File: config.mk
export PLATFORM = sky130hd
export DESIGN_NAME = fracn_divider
export DESIGN_NICKNAME = d
export VERILOG_FILES = /design/src/rtl/fracn_div_pkg.sv /design/src/rtl/fracn_div_dp.sv /design/src/rtl/fracn_div_ctrl.sv /design/src/rtl/fracn_divider.sv
export SDC_FILE = /design/constraint.sdc
export NUM_CORES = 1
export LEC_CHECK = 0
export BUFFER_PORTS_ARGS = -buffer_cell sky130_fd_sc_hd__buf_4
export CAP_MARGIN = 10
export CORE_MARGIN = 2
export CORE_UTILIZATION = 30
export CTS_CLUSTER_SIZE = 28
export DETAILED_ROUTE_END_ITERATION = 10
export GPL_TIMING_DRIVEN = 0
export SLEW_MARGIN = 20
export SYNTH_ARGS = -nofsm -noshare
export SYNTH_HDL_FRONTEND = slang
export SYNTH_SLANG_ARGS = --single-unit
File: constraint.sdc
create_clock -name clk -period 8.65 [get_ports clk]
set_input_delay 0.865 -clock clk [delete_from_list [all_inputs] [get_ports clk]]
set_output_delay 0.865 -clock clk [all_outputs]
set_load 0.1 [all_outputs]
File: src/rtl/fracn_div_pkg.sv
package fracn_div_pkg;

  // strobes from control to datapath
  typedef struct packed {
    logic load;   // first edge after reset: take integer modulus, no accumulation
    logic wrap;   // last clock of a division cycle: accumulate and pick next modulus
  } divStrobe_t;

endpackage

File: src/rtl/fracn_div_dp.sv
module fracn_div_dp
  import fracn_div_pkg::*;
#(
  parameter int INT_W  = 8,
  parameter int FRAC_W = 16
) (
  input  logic              clk,
  input  logic              rstN,
  input  divStrobe_t        stb,
  input  logic [INT_W-1:0]  divInt,
  input  logic [FRAC_W-1:0] divFrac,
  output logic [INT_W:0]    nextMod,
  output logic              modSel
);

  localparam int SUM_W = FRAC_W + 1;

  logic [FRAC_W-1:0] accReg;
  logic [SUM_W-1:0]  accSum;
  logic              overflow;

  assign accSum   = {1'b0, accReg} + {1'b0, divFrac};
  assign overflow = stb.wrap & accSum[FRAC_W];
  assign nextMod  = {1'b0, divInt} + {{INT_W{1'b0}}, overflow};

  always_ff @(posedge clk) begin
    if (!rstN) begin
      accReg <= '0;
      modSel <= 1'b0;
    end else if (stb.wrap) begin
      accReg <= accSum[FRAC_W-1:0];
      modSel <= overflow;
    end else if (stb.load) begin
      modSel <= 1'b0;
    end
  end


  acc_hold_chk: assert property (@(posedge clk) disable iff (!rstN)
    !stb.wrap |=> $stable(accReg));


  sel_hold_chk: assert property (@(posedge clk) disable iff (!rstN)
    (!stb.wrap && !stb.load) |=> $stable(modSel));


  min_int_chk: assert property (@(posedge clk) disable iff (!rstN)
    (stb.wrap || stb.load) |-> (divInt >= INT_W'(2)));

endmodule

File: src/rtl/fracn_div_ctrl.sv
module fracn_div_ctrl
  import fracn_div_pkg::*;
#(
  parameter int INT_W = 8
) (
  input  logic           clk,
  input  logic           rstN,
  input  logic [INT_W:0] nextMod,
  output divStrobe_t     stb,
  output logic           divPulse,
  output logic           divClk
);

  localparam int CNT_W = INT_W + 1;

  logic             primed;
  logic [CNT_W-1:0] cnt, curMod;
  logic [CNT_W-1:0] cntNext, modNext;
  logic             lastCount;

  assign lastCount = primed && (cnt == curMod - CNT_W'(1));
  assign stb.load  = !primed;
  assign stb.wrap  = lastCount;

  always_comb begin
    if (stb.load || stb.wrap) begin
      cntNext = '0;
      modNext = nextMod;
    end else begin
      cntNext = cnt + CNT_W'(1);
      modNext = curMod;
    end
  end

  always_ff @(posedge clk) begin
    if (!rstN) begin
      primed   <= 1'b0;
      cnt      <= '0;
      curMod   <= '0;
      divPulse <= 1'b0;
      divClk   <= 1'b0;
    end else begin
      primed   <= 1'b1;
      cnt      <= cntNext;
      curMod   <= modNext;
      divPulse <= lastCount;
      divClk   <= (cntNext < (modNext >> 1));
    end
  end


  pulse_width_chk: assert property (@(posedge clk) disable iff (!rstN)
    divPulse |=> !divPulse);


  count_range_chk: assert property (@(posedge clk) disable iff (!rstN)
    primed |-> (cnt < curMod));


  mod_hold_chk: assert property (@(posedge clk) disable iff (!rstN)
    (primed && !lastCount) |=> $stable(curMod));

endmodule

File: src/rtl/fracn_divider.sv
module fracn_divider
  import fracn_div_pkg::*;
#(
  parameter int INT_W  = 8,
  parameter int FRAC_W = 16
) (
  input  logic              clk,
  input  logic              rstN,
  input  logic [INT_W-1:0]  divInt,
  input  logic [FRAC_W-1:0] divFrac,
  output logic              divPulse,
  output logic              divClk,
  output logic              modSel
);

  divStrobe_t     stb;
  logic [INT_W:0] nextMod;

  fracn_div_ctrl #(.INT_W(INT_W)) ctrl (
    .clk(clk), .rstN(rstN), .nextMod(nextMod),
    .stb(stb), .divPulse(divPulse), .divClk(divClk)
  );

  fracn_div_dp #(.INT_W(INT_W), .FRAC_W(FRAC_W)) dp (
    .clk(clk), .rstN(rstN), .stb(stb),
    .divInt(divInt), .divFrac(divFrac),
    .nextMod(nextMod), .modSel(modSel)
  );

endmodule

==> run_results.csv <==
group,metric,value,unit
power,internal_power,0.272,mW
drt,drc,0,
yosys,ys.flop_type,"dfxtp_1",
yosys,yosysWarnings,0,
drt,viasPerCell,5.08,
sta,finalSetupViolations,0,
finish,diodes,0,
critical_path,worst-endpoint-arrival,5290,ps
drt,wl,6090,um
sta,period_share,0.586,
yosys,synthDominantCellAreaShare,0.285,
placed_design,dp.cells,443,
power,finalPower,0.384,mW
critical_path,worstPathCellList,"inv_1, ha_1, or3b_1, or4_1, a211oi_2, o211ai_2, nor3_2, buf_2, nor2b_1, ha_1, ha_1, nand3_1, nor2_1, and3_1, mux2i_1, ha_1, a211oi_1, o21ai_0, o21ai_0, nand2_1, o21ai_0",
finish,area_growth,16.5,%
power,pwr_density_cell,124,nW/um^2
clock_network,h-tree-depth,2,
outcome,status,"complete, no violations",
yosys,ys_top_cells_by_count,"nor2_1 (46), dfxtp_1 (38), ha_1 (27)",
sta,finalWorstSetupSlack,3580,ps
sta,min_period,5070,ps
sta,rsz0062_at_grt,"no",
die,dieArea,9670,um^2
yosys,post_synth.cell_area_avg,8.70,um^2
clock_network,clock_latency,300,ps
sta,tns,0,ps
sta,whs,487,ps
global_route,grt_remaining_overflow,0,
critical_path,cp_slowest_cell,"or4_1",
critical_path,cp.required,8870,ps
die,die_w,98.4,um
sta,hold_viol_final,0,
global_route,grt_pass1_vias,2255,
drt,final_antenna_net_count,0,
sta,fmax,197,MHz
yosys,synthArstFlopShare,0,
power,comb_power_share,0.175,
finish,stdcell_count,451,
power,seq_power_share,0.475,
global_route,grt_first_pass_wirelength,10300,um
hold_path,hold_start,"dp.accReg[14]$_SDFFE_PN0P_",
sta,skew,7.94,ps
clock_network,path_clk_slew,80,ps
power,ir_worst_vdd,0.0578,mV
finish,nets,396,
die,dieHeight,98.4,um
global_route,grt_use_total,0.129,
critical_path,critical_path_class,"flop to flop",
clock_network,cts_setup_buffers,0,
power,pwr-share-clk,0.350,
clock_network,hold_buffers,0,
sta,maxSlewViolCount,0,
placed_design,dpl.hpwl,4830,um
yosys,synth-seq-cells,38,
finish,final_area,3110,um^2
run,cap_violations,0,
yosys,synth_cell_types,48,
sta,relSlewSlack,0.559,
sta,tightest_slew,662,ps
clock_network,cts_resized,0,
global_route,grt_antenna_before_repair,0,
yosys,synthTopCellsByArea,"dfxtp_1 (28%), ha_1 (13%), mux2i_1 (7.9%), xnor2_1 (7.9%), nor2_1 (6.5%)",
critical_path,cp_common_cell,"ha_1",
finish,n_fill_cell,929,
yosys,ys_seq_area_frac,0.285,
yosys,synth_top_area_cell,"dfxtp_1",
die,initial_core_util,0.308,
die,pin_count,29,
finish,drive_gt1_frac,0.157,
yosys,syn_nets,361,
power,switchingPower,0.112,mW
die,row_count,34,
critical_path,path_max_fanout,10,
clock_network,clock-sinks,38,
drt,drt-initial-drc-count,60,
critical_path,cp-startpoint,"ctrl.curMod[0]$_SDFFE_PN0N_",
drt,wl_per_cell,13.5,um
yosys,synth-edff-count,0,
clock_network,cts_buffers,5,
critical_path,cpPeakStageDelay,520,ps
placed_design,port_buffers,28,
hold_path,hold_class,"flop to flop",
drt,firstDrtPassIters,4,
clock_network,root_buffer,"clkbuf_8",
clock_network,cts_tree,"yes",
finish,post-route-util,0.359,
clock_network,cts_max_path_buffers,2,
yosys,postSynthCellCount,307,
yosys,netlist_area,2670,um^2
power,p_leak,1.32,nW
die,core,8680,um^2
placed_design,pre_cts_slack,3440,ps
placed_design,finalWeightedCongestion,0.855,
placed_design,placed_cell_area,3020,um^2
critical_path,r2r-start,"ctrl.curMod[0]$_SDFFE_PN0N_",
critical_path,startpoint_type,"flop",
drt,via_count,2292,
yosys,synth.most_common_cell,"nor2_1",
global_route,grt_start_max_net_pins,13,
critical_path,endpoint_kind,"flop",
power,swShare,0.292,
## final timing paths
| check | to | slack [ps] | depth (start not counted) |
|---|---|---|---|
| max | ctrl.divClk$_SDFF_PN0_ | 3580 | 21 |
| min | dp.accReg[14]$_SDFFE_PN0P_ | 490 | 2 |
| min reg2reg | dp.accReg[14]$_SDFFE_PN0P_ | 490 | 2 |
| max reg2reg | ctrl.divClk$_SDFF_PN0_ | 3580 | 21 |
## logic make-up after synthesis
family | after synthesis | synth area share
buffers and inverters | 18 | 0.0323
DFF | 38 | 0.285
and+or+nand+nor | 103 | 0.189
adders and majority gates | 28 | 0.134
muxes | 22 | 0.0829
xor gates and xnor gates | 36 | 0.118
AOI/OAI and AO/OA | 62 | 0.159
## power groups by stage
stage	combinational, mW	sequential [mW]	clock [mW]
2_1_floorplan	0.0419	0.190	0
3_3_place_gp	0.0656	0.186	0
3_5_place_dp	0.0674	0.187	0
4_1_cts	0.0678	0.183	0.140
5_1_grt	0.0741	0.183	0.147
6_report	0.0673	0.183	0.135
## worst max-delay path: cells and delay by family, from the launching register on
kind / cells / cell delay [ps]
flip-flops: 1 / 360
buffers and inverters: 2 / 350
adder cells (fa/ha/maj): 4 / 990
multiplexers: 1 / 100
AND/OR/NAND/NOR: 8 / 1940
AO/OA/AOI/OAI: 6 / 1280
## layout make-up
cell class | instances | area, um^2 | area share
Clock buffer | 6 | 82.6 | 0.0265
Sequential cell | 38 | 761 | 0.244
Clock inverter | 2 | 12.5 | 0.00402
Tap cell | 108 | 135 | 0.0434
Timing Repair Buffer | 28 | 210 | 0.0676
Buffer | 8 | 48.8 | 0.0157
Multi-Input combinational cell | 251 | 1820 | 0.586
Inverter | 10 | 37.5 | 0.0121
## cell usage in the layout, fill, tap and decap left out, types with 12 or more instances in the layout
cell,netlist,routed
ha_1,27,27
a21oi_1,14,14
nand2_1,14,14
xnor2_1,24,24
o21ai_0,15,15
xor2_1,12,12
mux2i_1,21,21
dfxtp_1,38,38
buf_4,1,29
nor2_1,46,46
## state kept, by name, indices dropped and copies added, names as in the netlist
register / cells
ctrl.cnt: 9
ctrl.curMod: 9
ctrl.divClk: 1
ctrl.divPulse: 1
ctrl.primed: 1
dp.accReg: 16
dp.modSel: 1
## routing by layer
| metal | track usage | up-vias | wire length (um) |
|---|---|---|---|
| li1 | - | 1170 | - |
| met1 | 0.159 | 1053 | 2840 |
| met2 | 0.229 | 56 | 2930 |
| met3 | 0.0236 | 13 | 224 |
| met4 | 0.0400 | 0 | 97 |
| met5 | 0 | - | 0 |
No activity file was read; power rests on OpenSTA's default activity.
